===== src/rtl/secded_pkg.sv =====
package secded_pkg;

    // number of Hamming check bits needed for dw data bits
    function automatic int chk_bits(input int dw);
        int k;
        k = 0;
        while ((1 << k) < dw + k + 1) k++;
        return k;
    endfunction

    function automatic bit is_pow2(input int p);
        return (p > 0) && ((p & (p - 1)) == 0);
    endfunction

    // 1-based codeword position of 0-based data bit j
    function automatic int data_pos(input int j);
        int p;
        int cnt;
        p = 0;
        cnt = -1;
        while (cnt < j) begin
            p++;
            if (!is_pow2(p)) cnt++;
        end
        return p;
    endfunction

    // does 1-based position p fall under check bit k
    function automatic bit covers(input int p, input int k);
        return ((p >> k) & 1) != 0;
    endfunction

endpackage


===== src/rtl/secded_encoder.sv =====
module secded_encoder #(
    parameter int DATA_W      = 8,
    parameter bit USE_OVERALL = 1'b1,
    localparam int CHK_W      = secded_pkg::chk_bits(DATA_W),
    localparam int CW_W       = DATA_W + CHK_W,
    localparam int TOT_W      = CW_W + (USE_OVERALL ? 1 : 0)
) (
    input  logic [DATA_W-1:0] data_i,
    output logic [TOT_W-1:0]  code_o
);

    logic [CW_W-1:0]             placed;
    logic [CHK_W-1:0][CW_W-1:0]  terms;
    logic [CHK_W-1:0]            chk;
    logic [CW_W-1:0]             cw;

    // data bits into the non power-of-two positions, zeros elsewhere
    for (genvar j = 0; j < DATA_W; j++) begin : g_place
        localparam int POS = secded_pkg::data_pos(j);
        assign placed[POS-1] = data_i[j];
    end
    for (genvar p = 0; p < CW_W; p++) begin : g_hole
        if (secded_pkg::is_pow2(p + 1)) begin : g_zero
            assign placed[p] = 1'b0;
        end
    end

    // even parity per check bit over the positions it covers
    for (genvar k = 0; k < CHK_W; k++) begin : g_chk
        for (genvar p = 0; p < CW_W; p++) begin : g_term
            if (secded_pkg::covers(p + 1, k)) begin : g_on
                assign terms[k][p] = placed[p];
            end else begin : g_off
                assign terms[k][p] = 1'b0;
            end
        end
        assign chk[k] = ^terms[k];
    end

    for (genvar p = 0; p < CW_W; p++) begin : g_word
        if (secded_pkg::is_pow2(p + 1)) begin : g_cbit
            assign cw[p] = chk[$clog2(p + 1)];
        end else begin : g_dbit
            assign cw[p] = placed[p];
        end
    end

    if (USE_OVERALL) begin : g_ovp
        assign code_o = {^cw, cw};
    end else begin : g_noovp
        assign code_o = cw;
    end

endmodule


===== src/rtl/secded_syndrome.sv =====
module secded_syndrome #(
    parameter int DATA_W      = 8,
    parameter bit USE_OVERALL = 1'b1,
    localparam int CHK_W      = secded_pkg::chk_bits(DATA_W),
    localparam int CW_W       = DATA_W + CHK_W,
    localparam int TOT_W      = CW_W + (USE_OVERALL ? 1 : 0)
) (
    input  logic [TOT_W-1:0] code_i,
    output logic [CHK_W-1:0] syn_o,
    output logic             par_err_o
);

    logic [CHK_W-1:0][CW_W-1:0] terms;

    // covering the stored check bit too folds stored XOR recomputed into one parity
    for (genvar k = 0; k < CHK_W; k++) begin : g_syn
        for (genvar p = 0; p < CW_W; p++) begin : g_term
            if (secded_pkg::covers(p + 1, k)) begin : g_on
                assign terms[k][p] = code_i[p];
            end else begin : g_off
                assign terms[k][p] = 1'b0;
            end
        end
        assign syn_o[k] = ^terms[k];
    end

    if (USE_OVERALL) begin : g_ovp
        assign par_err_o = ^code_i;
    end else begin : g_noovp
        assign par_err_o = 1'b0;
    end

endmodule


===== src/rtl/secded_corrector.sv =====
module secded_corrector #(
    parameter int DATA_W      = 8,
    parameter bit USE_OVERALL = 1'b1,
    localparam int CHK_W      = secded_pkg::chk_bits(DATA_W),
    localparam int CW_W       = DATA_W + CHK_W,
    localparam int TOT_W      = CW_W + (USE_OVERALL ? 1 : 0)
) (
    input  logic              clk,
    input  logic              rst_n,
    input  logic [TOT_W-1:0]  code_i,
    input  logic [CHK_W-1:0]  syn_i,
    input  logic              par_err_i,
    output logic [DATA_W-1:0] data_o,
    output logic              corrected_o,
    output logic              uncorr_o
);

    localparam logic [CHK_W-1:0] LAST = CHK_W'(CW_W);

    logic              syn_nz;
    logic              in_range;
    logic              single;
    logic              ovp_only;
    logic [CW_W-1:0]   flip;
    logic [CW_W-1:0]   fixed;
    logic [DATA_W-1:0] raw;

    assign syn_nz   = |syn_i;
    assign in_range = (syn_i <= LAST);

    if (USE_OVERALL) begin : g_dec_ded
        assign single   = syn_nz & par_err_i & in_range;
        assign ovp_only = ~syn_nz & par_err_i;
        assign uncorr_o = syn_nz & (~par_err_i | ~in_range);
    end else begin : g_dec_sec
        assign single   = syn_nz & in_range;
        assign ovp_only = 1'b0;
        assign uncorr_o = syn_nz & ~in_range;
    end

    assign corrected_o = single | ovp_only;

    for (genvar p = 0; p < CW_W; p++) begin : g_flip
        assign flip[p] = single & (syn_i == CHK_W'(p + 1));
    end
    assign fixed = code_i[CW_W-1:0] ^ flip;

    for (genvar j = 0; j < DATA_W; j++) begin : g_pick
        localparam int POS = secded_pkg::data_pos(j);
        assign data_o[j] = fixed[POS-1];
        assign raw[j]    = code_i[POS-1];
    end

    // the two verdicts exclude each other
    p_flags_excl_r9: assert property (@(posedge clk) disable iff (!rst_n)
        !(corrected_o && uncorr_o));

    // an untrusted word is handed on exactly as fetched
    p_uncorr_raw_r7: assert property (@(posedge clk) disable iff (!rst_n)
        uncorr_o |-> (data_o == raw));

    // a repair touches at most one data bit
    p_single_one_bit_r5: assert property (@(posedge clk) disable iff (!rst_n)
        (corrected_o && syn_nz) |-> ($countones(data_o ^ raw) <= 1));

    // an error confined to the parity bit leaves the data alone
    p_ovp_only_r6: assert property (@(posedge clk) disable iff (!rst_n)
        (corrected_o && !syn_nz) |-> (data_o == raw));

endmodule


===== src/rtl/secded_codec.sv =====
module secded_codec #(
    parameter int DATA_W      = 8,
    parameter bit USE_OVERALL = 1'b1,
    parameter bit REG_OUT     = 1'b1,
    localparam int CHK_W      = secded_pkg::chk_bits(DATA_W),
    localparam int CW_W       = DATA_W + CHK_W,
    localparam int TOT_W      = CW_W + (USE_OVERALL ? 1 : 0)
) (
    input  logic              clk,
    input  logic              rst_n,
    input  logic [DATA_W-1:0] wr_data,
    output logic [TOT_W-1:0]  wr_code,
    input  logic [TOT_W-1:0]  rd_code,
    output logic [DATA_W-1:0] rd_data,
    output logic              rd_corrected,
    output logic              rd_uncorrectable
);

    typedef struct packed {
        logic [TOT_W-1:0]  code;
        logic [DATA_W-1:0] data;
        logic              corrected;
        logic              uncorr;
    } res_t;

    res_t res_d;
    res_t res_q;

    logic [TOT_W-1:0]  enc_code;
    logic [CHK_W-1:0]  syn;
    logic              par_err;
    logic [DATA_W-1:0] dec_data;
    logic              dec_corr;
    logic              dec_unc;

    secded_encoder #(.DATA_W(DATA_W), .USE_OVERALL(USE_OVERALL)) u_enc (
        .data_i (wr_data),
        .code_o (enc_code)
    );

    secded_syndrome #(.DATA_W(DATA_W), .USE_OVERALL(USE_OVERALL)) u_syn (
        .code_i    (rd_code),
        .syn_o     (syn),
        .par_err_o (par_err)
    );

    secded_corrector #(.DATA_W(DATA_W), .USE_OVERALL(USE_OVERALL)) u_cor (
        .clk         (clk),
        .rst_n       (rst_n),
        .code_i      (rd_code),
        .syn_i       (syn),
        .par_err_i   (par_err),
        .data_o      (dec_data),
        .corrected_o (dec_corr),
        .uncorr_o    (dec_unc)
    );

    always_comb begin
        res_d           = '0;
        res_d.code      = enc_code;
        res_d.data      = dec_data;
        res_d.corrected = dec_corr;
        res_d.uncorr    = dec_unc;
    end

    if (REG_OUT) begin : g_reg
        always_ff @(posedge clk or negedge rst_n) begin
            if (!rst_n) res_q <= '0;
            else        res_q <= res_d;
        end

        // the first sample after reset still shows the cleared stage
        p_reset_clear_r10: assert property (@(posedge clk) disable iff (!rst_n)
            !$past(rst_n) |-> (res_q == '0));
    end else begin : g_comb
        assign res_q = res_d;
    end

    assign wr_code          = res_q.code;
    assign rd_data          = res_q.data;
    assign rd_corrected     = res_q.corrected;
    assign rd_uncorrectable = res_q.uncorr;

    // a word that matches the encoder's own output decodes clean to its byte
    p_roundtrip_r4: assert property (@(posedge clk) disable iff (!rst_n)
        (rd_code == enc_code) |-> (dec_data == wr_data && !dec_corr && !dec_unc));

endmodule


===== config.mk =====
export PLATFORM = sky130hd
export DESIGN_NAME = secded_codec
export DESIGN_NICKNAME = d
export VERILOG_FILES = /design/src/rtl/secded_pkg.sv /design/src/rtl/secded_encoder.sv /design/src/rtl/secded_syndrome.sv /design/src/rtl/secded_corrector.sv /design/src/rtl/secded_codec.sv
export SDC_FILE = /design/constraint.sdc
export NUM_CORES = 1
export LEC_CHECK = 0
export ABC_CLOCK_PERIOD_IN_PS = 1250
export BUFFER_PORTS_ARGS = -buffer_cell sky130_fd_sc_hd__buf_2
export CAP_MARGIN = 20
export CORE_MARGIN = 2
export CORE_UTILIZATION = 51
export CTS_CLUSTER_DIAMETER = 120
export DETAILED_ROUTE_END_ITERATION = 16
export PLACE_DENSITY = 0.83
export SYNTH_ARGS = -nofsm -noshare
export SYNTH_HDL_FRONTEND = slang
export SYNTH_SLANG_ARGS = --single-unit

===== constraint.sdc =====
create_clock -name clk -period 1.25 [get_ports clk]
set_input_delay 0.25 -clock clk [delete_from_list [all_inputs] [get_ports clk]]
set_output_delay 0.25 -clock clk [all_outputs]
set_load 0.05 [all_outputs]

---- After elaboration in Yosys (flattened, before gate mapping) ----
Cells that the tools add are included.
storage, ports and cells
  input port bits ......................... 23
  logic and storage cells ................. 50
  bits in registers ....................... 23
cells by class
  $lt $le $gt $ge ......................... 1
  bitwise gates (word level) .............. 22
  reductions and logical operators ........ 11
  equal/unequal tests ..................... 12
operator list
  cell                number
  $reduce_xor 12->1   9
  $eq 4x4->1 const B  5
  $and 1x1->1         16
  $eq 4x3->1 const B  4
  $reduce_xor 13->1   1
  $xor 12x12->12      1
  $eq 4x2->1 const B  2
  $eq 4x1->1 const B  1
  $le 4x4->1 const B  1
  $reduce_or 4->1     1
  $not 1->1           3
  $or 1x1->1          2

---- Longest topological paths before layout ----
Gate-level depths: netlist of the first run.
  depth after elaboration ................. 6
  gate-level depth with buffers ........... 6

---- Modules after synthesis ----
A second synthesis of the first run with hierarchy kept.
unflattened totals
  cells, all modules ...................... 89
  area total of the unflattened synthesis .. 1,179.9 µm²
by module, submodules not included
  module            times used  seq. area each (µm²)  cells each  area each (µm²)
  secded_codec      1           575.6                 23          575.6
  secded_encoder    1           0.0                   21          225.2
  secded_syndrome   1           0.0                   18          211.5
  secded_corrector  1           0.0                   27          167.7

---- Worst setup path after synthesis of the first run ----
No wires, ideal clock.
  path type ............................... input port to flip-flop
  start ................................... input port rd_code[9]
  end ..................................... register res_q (netlist bit rd_uncorrectable)
  arrival ................................. 1.555 ns
  slack ................................... -0.453 ns
  path buffers ............................ 0
  setup time .............................. 0.148 ns
  required time ........................... 1.102 ns
  stages on the path ...................... 5
  cell sequence ........................... xor3_1 xnor2_1 or3_1 a41oi_1 a211oi_1
on the way
  word-level cells in the longest chain between the ends .. 5
  elaborated cells between the ends (all ways) .. 9
  those cells by class .................... order compare (1); bitwise (4); reduce/logical (4)
RTL lines
  item                  line                    source
  start, declared       secded_codec.sv:13      input logic [TOT_W-1:0] rd_code,
  $reduce_xor 12->1     secded_syndrome.sv:24   assign syn_o[k] = ^terms[k];
  $le 4x4->1            secded_corrector.sv:29  assign in_range = (syn_i <= LAST);
  $not 1->1             secded_corrector.sv:34  assign uncorr_o = syn_nz & (~par_err_i | ~in_range);
  $or 1x1->1            secded_corrector.sv:34
  $and 1x1->1 *         secded_corrector.sv:34
  named net dec_unc     secded_codec.sv:34      logic dec_unc;
  end signal, assigned  secded_codec.sv:69      else res_q <= res_d;
  end, declared         secded_codec.sv:27      res_t res_q;
The timed path passes the listed nets; every way through them passes the cells marked *.

---- Worst setup path in the final report of the first run ----
  start ................................... input port rd_code[5]
  end ..................................... register res_q (netlist bit rd_data[1])
on the way
  word-level cells in the longest chain between the ends .. 6
  elaborated cells between the ends (all ways) .. 10
  those cells by class .................... order compare (1); eq/ne (1); bitwise (4); reduce/logical (4)
RTL lines
  item                                                                line                    source
  parallel branches: the longest is 4 deep, another holds $le 4x4->1  n/a
  $and 1x1->1 *                                                       secded_corrector.sv:44  assign flip[p] = single & (syn_i == CHK_W'(p + 1));
  $xor 12x12->12 *                                                    secded_corrector.sv:46  assign fixed = code_i[CW_W-1:0] ^ flip;
  named net dec_data[1]                                               secded_codec.sv:32      logic [DATA_W-1:0] dec_data;
Mark *: on every way through the listed nets, which the timed path passes.

==> results of run 1 <==
-- routing by layer --
metal  vias to the layer above  global-route usage, %  part of all wire, %
met5                         -                      0                    0
met3                        30                  2.857                  7.3
met2                       100                  54.17                   52
met4                         0                  11.97                  6.3
met1                       585                  33.71                   34
li1                        495                      -                    -
-- power by group through the flow --
stage | clock network [mW] | registers (mW) | logic (mW)
finish | 0.330 | 0.908 | 1.91
global placement | 0 | 0.908 | 1.38
CTS | 0.335 | 0.898 | 1.65
global route | 0.368 | 0.919 | 1.97
detailed placement | 0 | 0.913 | 1.41
floorplan | 0 | 1.38 | 0.530
-- final timing paths --
kind	slack (ps)	startpoint	to	depth (start not counted)
setup / recovery	-290	rd_code[5]	rd_data[1]$_DFF_PN0_	8
hold / removal	70	wr_data[4]	wr_code[8]$_DFF_PN0_	1
max in group asynchronous	490	rst_n	rd_data[2]$_DFF_PN0_	2
min in group asynchronous	420	rst_n	wr_code[0]$_DFF_PN0_	2
-- cell families (layout without fill, tap and decap cells) --
kind of cell / Yosys count / after routing / synth area share, %
compound gates: 13 / 13 / 7.485
xor+xnor: 41 / 41 / 35.13
buf+inv: 3 / 84 / 1.039
flops: 23 / 23 / 47.82
mux: 1 / 1 / 0.8316
simple gates: 15 / 15 / 7.692
-- critical path: cells and delay by family --
kind                   cells  cell delay, ps
AO/OA/AOI/OAI              1             130
AND/OR/NAND/NOR            1             160
buffers and inverters      3             390
XOR/XNOR                   3             820
-- layout by cell type, fill, tap and decap left out, drive strengths merged, types with 2 or more instances in the layout --
cell	count
or3	2
o21ai	2
nand3	2
xnor2	27
buf	79
xor2	10
a21oi	2
o211ai	6
clkbuf	3
dfrtp	23
xnor3	3
nor2	3
-- what timing repair did --
action | 4_1_cts | 5_1_grt
hold buffers | 1 | 0
gates cloned | 2 | 0
endpoints found under the setup margin | 10 | 10
hold endpoints to repair | 23 | 0
gates resized for setup | 38 | 17
buffers inserted | 5 | 6
pin swaps | 25 | 20
-- metrics by stage --
step / setup WS (ps) / cells / instance area, um2 / setup TNS (ps)
floorplan: -369.2 / 96 / 1297 / -2005
global placement: -484.6 / 187 / 1697 / -4239
detailed placement: -593.2 / 187 / 1697 / -4660
CTS: -160.0 / 199 / 1952 / -896.1
global route: -327.9 / 205 / 2082 / -2521
finish: -291.5 / 205 / 2082 / -2201
-- registers in the layout (all words and copies together), names as in the netlist --
name and cells:
rd_uncorrectable 1, rd_data 8, rd_corrected 1, wr_code 13
-- layout make-up --
cell class / instances / share of cell area (%)
clock inverter: 1 / 0.2404
clock buffer: 3 / 1.082
tap: 28 / 1.683
sequential: 23 / 27.64
multi-input combinational: 70 / 42.13
timing repair buffer: 80 / 27.22
==> summary.md, run 1 <==
| Metric | Value |
|---|---|
| Syn Nets | 119 |
| Core Box Area | 2212 um2 |
| Crit-path max FO | 5 |
| Slowest stage delay, CP | 460 ps |
| Share of total power in the clock network | 10.5% |
| Ant. Diodes | 0 |
| Mean post-synth cell area | 12.54 um2 |
| Switch Pwr | 1.431 mW |
| Mapped Cells | 96 |
| Mapped Area | 1204 um2 |
| Max Cap Viol | 0 |
| Die Y | 52.58 um |
| RSZ-0062 raised after global routing | yes |
| Max Slew Vio Count | 0 |
| CP Capture Type | flop |
| Wirelength, routed | 4870 um |
| Crit path DAT | 1760 ps |
| Slew HR | 66.87% |
| Hpwl dp | 2121 um |
| DRC | 0 |
| EDFF count, synth | 0 |
| Maximum clock rate | 648.7 MHz |
| Inserted Clock Buffers | 3 |
| Power Internal | 1.722 mW |
| Top cell type's share of synthesized area | 47.82% |
| Number of antenna-violating nets in the routed design | 0 |
| CTS Root Cell | clkbuf_4 |
| Row count | 17 |
| Drt wl/cell | 23.76 um |
| Main synth FF type | dfrtp_1 |
| Yosys reg bits | 23 |
| Worst hold slack | 72.20 ps |
| Synth area leaders | dfrtp_1 (48%), xnor2_1 (19%), xor2_1 (7.3%) |
| CP max stage cell | xnor3_2 |
| Pin count of the biggest net entering global routing | 24 |
| CTS tree | done |
| Crit path cell chain | buf_8 -> buf_6 -> xnor2_4 -> xnor3_2 -> buf_4 -> and2_4 -> o211ai_1 -> xnor2_1 |
| Initial cell density of the core | 54.41% |
| CTS HTree Levels | 1 |
| Tcrit/Tclk final | 123.3% |
| Status | finished with violations |
| Sequential share of power | 28.8% |
| Pwr Density | 1514 nW/um2 |
| Failing checks | setup timing |
| Initial antenna violation count | 0 |
| Post-synth top cells | xnor2_1 (26), dfrtp_1 (23), xor2_1 (10) |
| Area of the multi-input gates | 877.1 um2 |
| Least-Margin Pin Slew | 497.0 ps |
| Final #Nets | 201 |
| Part of the power in combinational logic | 60.7% |
| Layout cells sized above 1 | 63.84% |
| Critical Path Source Type | input port |
| Top-count cell post-synth | xnor2_1 |
| Hold WC Path Type | in -> reg |
| Switch share | 45.38% |
| # fillers | 66 |
| Tot Pwr | 3.153 mW |
| Ys Warns | 0 |
| Setup violators final | 10 |
| Post-route setup slack | -291.5 ps |
| FFs w/ async S/R, synth | 100.0% |
| Post-synthesis sequential area ratio | 47.82% |
| Vias per inst | 5.902 |
| Starting DRT DRC Count | 56 |
| Post-synth top area cell | dfrtp_1 |
| Global route overflow | 0 |
| First-pass GRT wire length | 5595 um |
| Area Overhead vs Synth | 72.97% |
| # port buffers | 45 |
| FF+latch area | 575.6 um2 |
| Max Root-Sink Buffers | 2 |
| Endpoints failing hold | 0 |
| WS Path Type | in -> reg |
| Clk sinks | 23 |
| Pleak | 0.9587 nW |
| Total GRT Usage | 29.15% |
| DIE WIDTH | 52.58 um |
| Final min period | 1542 ps |
| Final core utilization | 94.12% |
| GP Congestion | 0.8909 |
| Number of global-route vias before repair | 1,110 |
| Num ports | 46 |
| Via count | 1,210 |
| Worst VDD drop | 1.071 mV |
| Die Area | 2765 um2 |
| Unique masters post-synth | 26 |
| CTS clk-pin slew, worst paths | 110 ps |
| Drt pass-1 iters | 4 |
| Worst EP required | 1470 ps |
Note: power is estimated with default switching activity, not from simulation.
==> run 2: changes to the inputs <==
Settings changed: SETUP_SLACK_MARGIN from default to 0.3.
==> run 2 against run 1 <==
The run now fails in global routing. Synthesized area did not move. Synthesized cell count unchanged.
==> summary.md, run 2 <==
| Metric | Value |
|---|---|
| WEP type | register input |
| Unique masters post-synth | 26 |
| DIE WIDTH | 52.58 um |
| Post-synth top cells | xnor2_1 (26), dfrtp_1 (23), xor2_1 (10) |
| Clk sinks | 23 |
| Num ports | 46 |
| Mapped Cells | 96 |
| EDFF count, synth | 0 |
| Top-count cell post-synth | xnor2_1 |
| Ys Warns | 0 |
| Pin count of the biggest net entering global routing | 24 |
| Post-synth top area cell | dfrtp_1 |
| FFs w/ async S/R, synth | 100.0% |
| Status | did not finish |
| # port buffers | 45 |
| GP Congestion | 0.8654 |
| Synth Area in Simple Gates | 7.692% |
| Fail Step | global routing |
| Hpwl dp | 2148 um |
| GR repair worst EP | rd_data[0]$_DFF_PN0_/D |
| Post-synthesis sequential area ratio | 47.82% |
| Post-Place Cell Area | 1734 um2 |
| Die Y | 52.58 um |
| Row count | 17 |
| Largest family of logic cells by synthesized area | XOR/XNOR gates |
| CTS HTree Levels | 1 |
| Max Root-Sink Buffers | 2 |
| Synth Area in Compound Gates | 7.484% |
| Inserted Clock Buffers | 3 |
| Initial cell density of the core | 54.41% |
| Top cell type's share of synthesized area | 47.82% |
| Yosys reg bits | 23 |
| Post-synthesis xor/xnor area fraction | 35.14% |
| Syn Nets | 119 |
| Multiplexer share of the synthesized area | 0.8316% |
| Halt Reason | [ERROR DPL-0038] Utilization greater than 100%, impossible to legalize |
| Main synth FF type | dfrtp_1 |
| Mapped Area | 1204 um2 |
| Synth area leaders | dfrtp_1 (48%), xnor2_1 (19%), xor2_1 (7.3%) |
| Adder-Cell Fraction of Synth Area | 0% |
| CTS Root Cell | clkbuf_4 |
| Mean post-synth cell area | 12.54 um2 |
==> run 2: cell counts after synthesis <==
No cell type changed its count.
==> run 2: kinds of logic after synthesis <==
| family | after synthesis |
|---|---|
| AO/OA/AOI/OAI | 13 |
| XOR/XNOR | 41 |
| buffers and inverters | 3 |
| flip-flops | 23 |
| multiplexers | 1 |
| AND/OR/NAND/NOR | 15 |
==> run 2: timing repair <==
item | in CTS
hold buffers | 1
pin swaps | 18
resized for setup | 83
setup endpoints to repair | 33
endpoints found under the hold margin | 23
gates cloned | 1
setup buffers | 3
==> run 2: per-stage QoR <==
step           util, %  cells  setup slack [ps]  hold WS [ps]
4_1_cts          94.85    195            -88.66         57.91
3_5_place_dp     78.39    186            -523.6         246.7
3_3_place_gp     78.39    186            -454.1         234.8
2_1_floorplan        -     96            -369.2        -45.59
==> run 3: changes to the inputs <==
Settings changed: CORE_AREA from default to 2 2 63 65, CORE_MARGIN 2 to default, CORE_UTILIZATION 51 to default, CTS_CLUSTER_DIAMETER 120 to default, DIE_AREA from default to 0 0 65 67, PLACE_DENSITY 0.83 to default, PLACE_DENSITY_LB_ADDON from default to 0.15, SETUP_SLACK_MARGIN 0.3 to default.
==> run 3 against run 2 <==
The flow now finishes, with violations (setup timing).
==> summary.md, run 3 (synthesized netlist as in run 1, its figures left out) <==
| Metric | Value |
|---|---|
| Core Box Area | 3606 um2 |
| Area Overhead vs Synth | 72.66% |
| Layout cells sized above 1 | 62.21% |
| Setup violators final | 10 |
| GP Congestion | 0.7684 |
| Least-Margin Pin Slew | 524.4 ps |
| Num ports | 46 |
| CP Buf/Inv Count | 2 |
| Crit path DAT | 1680 ps |
| Inserted Clock Buffers | 3 |
| Drt pass-1 iters | 4 |
| # port buffers | 45 |
| Crit path cell chain | buf_6 -> xor3_2 -> xnor2_4 -> buf_4 -> nor4b_4 -> xor2_1 |
| Clk sinks | 23 |
| DIE WIDTH | 65 um |
| CP delay by family, top | XOR/XNOR gates |
| Wirelength, routed | 2860 um |
| Pwr Density | 1467 nW/um2 |
| Number of antenna-violating nets in the routed design | 0 |
| Status | finished with violations |
| Drt wl/cell | 13.00 um |
| Post-Place Cell Area | 1722 um2 |
| Worst hold slack | 118.4 ps |
| Critical Path Source Type | input port |
| Tcrit/Tclk final | 119.9% |
| CP max stage cell | xor3_2 |
| First-pass GRT wire length | 4733 um |
| Final instance area | 2078 um2 |
| Max Root-Sink Buffers | 2 |
| CTS clk-pin slew, worst paths | 80 ps |
| Final #Nets | 196 |
| Starting DRT DRC Count | 21 |
| Tot Pwr | 3.049 mW |
| Pleak | 0.9488 nW |
| Initial antenna violation count | 0 |
| Final min period | 1499 ps |
| Final core utilization | 57.63% |
| WS Path Type | in -> reg |
| Slowest stage delay, CP | 520 ps |
| Ant. Diodes | 0 |
| Row count | 22 |
| Crit-path max FO | 5 |
| Total GRT Usage | 14.72% |
| Pin count of the biggest net entering global routing | 24 |
| Die Y | 67 um |
| Via count | 1,000 |
| Worst VDD drop | 0.4749 mV |
| Die Area | 4355 um2 |
| Failing checks | setup timing |
| Endpoints failing hold | 0 |
| Vias per inst | 4.545 |
| DRC | 0 |
| Global route overflow | 0 |
| Slew HR | 65.04% |
| Place WS | -608.4 ps |
| CTS Root Cell | clkbuf_8 |
| Most common cell after layout, fill and taps aside | buf_2 |
| CTS tree | done |
| RSZ-0062 raised after global routing | yes |
| Maximum clock rate | 667.2 MHz |
| Post-route setup slack | -248.7 ps |
| Max Slew Vio Count | 0 |
| Hold WC Path Type | in -> reg |
| Hpwl dp | 2114 um |
| CP Capture Type | flop |
| Most frequent cells in the layout | buf_2 (37), dfrtp_1 (23), buf_4 (20), xnor2_1 (18), buf_6 (16) |
| Worst EP required | 1430 ps |
| Max Cap Viol | 0 |
| CTS HTree Levels | 1 |
| Number of global-route vias before repair | 1,066 |
| Number of flip-flops in the largest register | 13 |
| Initial cell density of the core | 33.38% |
run 3: final timing paths:
check                            from                    end  slack [ps]  depth (start not counted)
max                        rd_code[7]   rd_data[3]$_DFF_PN0_        -250                          6
min                        wr_data[2]   wr_code[5]$_DFF_PN0_         120                          1
max in group asynchronous       rst_n  wr_code[11]$_DFF_PN0_         400                          2
min in group asynchronous       rst_n  wr_code[12]$_DFF_PN0_         500                          2
run 3: metal layers:
layer / vias to the layer above / track usage [%] / share of wire, %
met5: - / 0 / 0
met4: 0 / 7.181 / 1.0
met3: 2 / 2.027 / 4.0
met2: 26 / 29.38 / 60
met1: 490 / 14.74 / 35
li1: 482 / - / -
run 3: report_power, final:
part           switching [mW]  leakage (nW)  internal (mW)
clock                   0.225        0.0228          0.227
combinational            1.02         0.659          0.683
sequential             0.0290         0.267          0.867
run 3: what timing repair did:
item | in CTS | in global routing
endpoints found under the setup margin | 10 | 10
endpoints found under the hold margin | 23 | 0
hold buffers | 1 | 0
setup buffers | 5 | 2
gates cloned | 1 | 0
pin swaps | 16 | 14
gates resized for setup | 40 | 12
run 3: cell type report:
class,instances,area [um2]
fill,324,1528
multi-input combinational,70,857.1
sequential,23,575.6
timing repair buffer,75,540.5
clock buffer,4,45.04
tap,48,60.06
run 3: per-stage QoR:
step	setup TNS, ps	std cells
2_1_floorplan	-2005	96
5_1_grt	-1945	220
4_1_cts	-1187	218
6_report	-1384	220
3_3_place_gp	-4480	207
3_5_place_dp	-4782	207
==> run 4: changes to the inputs <==
Settings changed: SYNTH_HIERARCHICAL from default to 1.
==> run 4 against run 3 <==
The run still ends with setup timing left. Clock power fell by 5.1%. Sequential share of layout area rose by 6.8 points. Global-route usage is 5.2 points lower. Flip-flop and latch count unchanged. Power decreased by 11%. Via count down 23%. First-iteration DRC count is 29% higher. Synthesized area decreased by 2.0%. Cell area decreased by 20%. Critical path depth grew 1.
==> summary.md, run 4 <==
| Metric | Value |
|---|---|
| WS Path Type | in -> reg |
| Multiplexer share of the synthesized area | 0% |
| Wirelength, routed | 1956 um |
| Drt pass-1 iters | 2 |
| Synth Area in Compound Gates | 1.697% |
| Die Y | 67 um |
| Number of global-route vias before repair | 764 |
| Mean post-synth cell area | 13.26 um2 |
| Pleak | 0.8100 nW |
| EDFF count, synth | 0 |
| Initial antenna violation count | 0 |
| Yosys reg bits | 23 |
| Syn Nets | 112 |
| Final setup TNS | -1696 ps |
| DRC | 0 |
| CP Capture Type | flop |
| Max Root-Sink Buffers | 2 |
| Post-synth top cells | dfrtp_1 (23), xnor2_1 (19), xor2_1 (11) |
| DIE WIDTH | 65 um |
| Status | finished with violations |
| Die Area | 4355 um2 |
| Drt wl/cell | 9.980 um |
| Row count | 22 |
| GP Congestion | 0.7478 |
| Tcrit/Tclk final | 117.6% |
| Core Box Area | 3606 um2 |
| Worst VDD drop | 0.5380 mV |
| RSZ-0062 raised after global routing | yes |
| Via count | 769 |
| Main synth FF type | dfrtp_1 |
| Number of flip-flops in the largest register | 13 |
| Post-synthesis sequential area ratio | 48.78% |
| Mapped Cells | 89 |
| CTS HTree Levels | 1 |
| Worst EP required | 1390 ps |
| Global route overflow | 0 |
| Synth Area in Simple Gates | 6.575% |
| Crit path DAT | 1610 ps |
| # port buffers | 45 |
| Synth area leaders | dfrtp_1 (49%), xnor2_1 (14%), xor2_1 (8.2%) |
| Number of antenna-violating nets in the routed design | 0 |
| Final min period | 1470 ps |
| # fillers | 344 |
| Setup violators final | 10 |
| Unique masters post-synth | 16 |
| Pwr Density | 1620 nW/um2 |
| Pin count of the biggest net entering global routing | 24 |
| Max Slew Vio Count | 0 |
| Starting DRT DRC Count | 27 |
| Slew HR | 68.47% |
| Crit-path max FO | 5 |
| Post-synthesis xor/xnor area fraction | 37.86% |
| CTS Root Cell | clkbuf_8 |
| Most common cell after layout, fill and taps aside | buf_2 |
| Top-count cell post-synth | dfrtp_1 |
| Failing checks | setup timing |
| Post-route setup slack | -219.9 ps |
| Inserted Clock Buffers | 3 |
| Final #Nets | 172 |
| Initial cell density of the core | 32.72% |
| FFs w/ async S/R, synth | 100.0% |
| Largest family of logic cells by synthesized area | XOR/XNOR gates |
| Layout cells sized above 1 | 55.41% |
| CTS clk-pin slew, worst paths | 70 ps |
| Adder-Cell Fraction of Synth Area | 0% |
| Maximum clock rate | 680.3 MHz |
| Top cell type's share of synthesized area | 48.78% |
| Clk sinks | 23 |
| Critical Path Source Type | input port |
| Least-Margin Pin Slew | 472.9 ps |
| Cell count of the worst hold path | 1 |
| Post-synth top area cell | dfrtp_1 |
| Most frequent cells in the layout | buf_2 (41), dfrtp_1 (23), buf_4 (18), xnor2_1 (16), xor2_1 (10) |
| Vias per inst | 3.923 |
| First-pass GRT wire length | 3063 um |
| Place WS | -569.4 ps |
| Endpoints failing hold | 0 |
| CTS tree | done |
| Ys Warns | 6 |
| Max Cap Viol | 0 |
| Hold WC Path Type | in -> reg |
| Mapped Area | 1180 um2 |
| Area Overhead vs Synth | 41.25% |
| Ant. Diodes | 0 |
| Num ports | 46 |
| Setup repair bufs after CTS | 0 |
| Total GRT Usage | 9.543% |
-- run 4: worst max-delay path: stages --
cell      delay [ps]
buf_2            110
xor2_2           180
xnor2_2          190
xnor3_2          500
nand3b_1         170
nor2_1            70
xor2_1           140
-- run 4: worst paths after layout --
path                            start               endpoint  slack, ps
setup / recovery           rd_code[0]   rd_data[5]$_DFF_PN0_       -220
hold / removal             wr_data[1]   wr_code[4]$_DFF_PN0_        150
max in group asynchronous       rst_n   rd_data[7]$_DFF_PN0_        450
min in group asynchronous       rst_n  wr_code[10]$_DFF_PN0_        480
-- run 4: routing by layer --
layer	wire length [um]	global-route usage [%]	share of wire, %	vias up
met4	32	6.383	1.6	0
met5	0	0	0	-
li1	-	-	-	392
met2	1088	17.65	56	32
met3	125	1.014	6.4	2
met1	710	10.21	36	343
-- run 4: layout make-up --
cell class              count  area [um2]  area share (%)
multi-input cells          58       600.6           36.04
clock buffers               3       41.29           2.477
well taps                  48       60.06           3.604
repair buffers             63       384.1           23.05
flip-flops and latches     23       575.6           34.53
clock inverters             1       5.005          0.3003
-- run 4: through the flow --
step           power, mW  hold slack, ps  cell area (um2)  utilization (%)  instances
6_report           2.700           146.0             1667            46.22        196
5_1_grt            2.848           135.1             1667            46.22        196
4_1_cts            2.692           138.6             1625            45.07        196
3_5_place_dp       2.231           240.0             1534            42.54        191
3_3_place_gp       2.227           237.2             1534            42.54        191
2_1_floorplan      1.876          -45.59             1181                -         89
-- run 4: what timing repair did --
item | in CTS | in global routing
hold buffers | 1 | 0
endpoints found under the setup margin | 10 | 10
gates resized for setup | 5 | 9
pin swaps | 6 | 7
endpoints found under the hold margin | 23 | 0
-- run 4: power by group --
part	switching (mW)	internal, mW	leakage [nW]
Combinational	0.879	0.487	0.516
Sequential	0.0287	0.876	0.268
Clock	0.208	0.221	0.0255
-- run 4: cell families (layout without fill, tap and decap cells) --
family / Yosys count / after routing
AO/OA/AOI/OAI: 3 / 3
AND/OR/NAND/NOR: 16 / 16
flip-flops: 23 / 23
buffers and inverters: 8 / 67
XOR/XNOR: 39 / 39
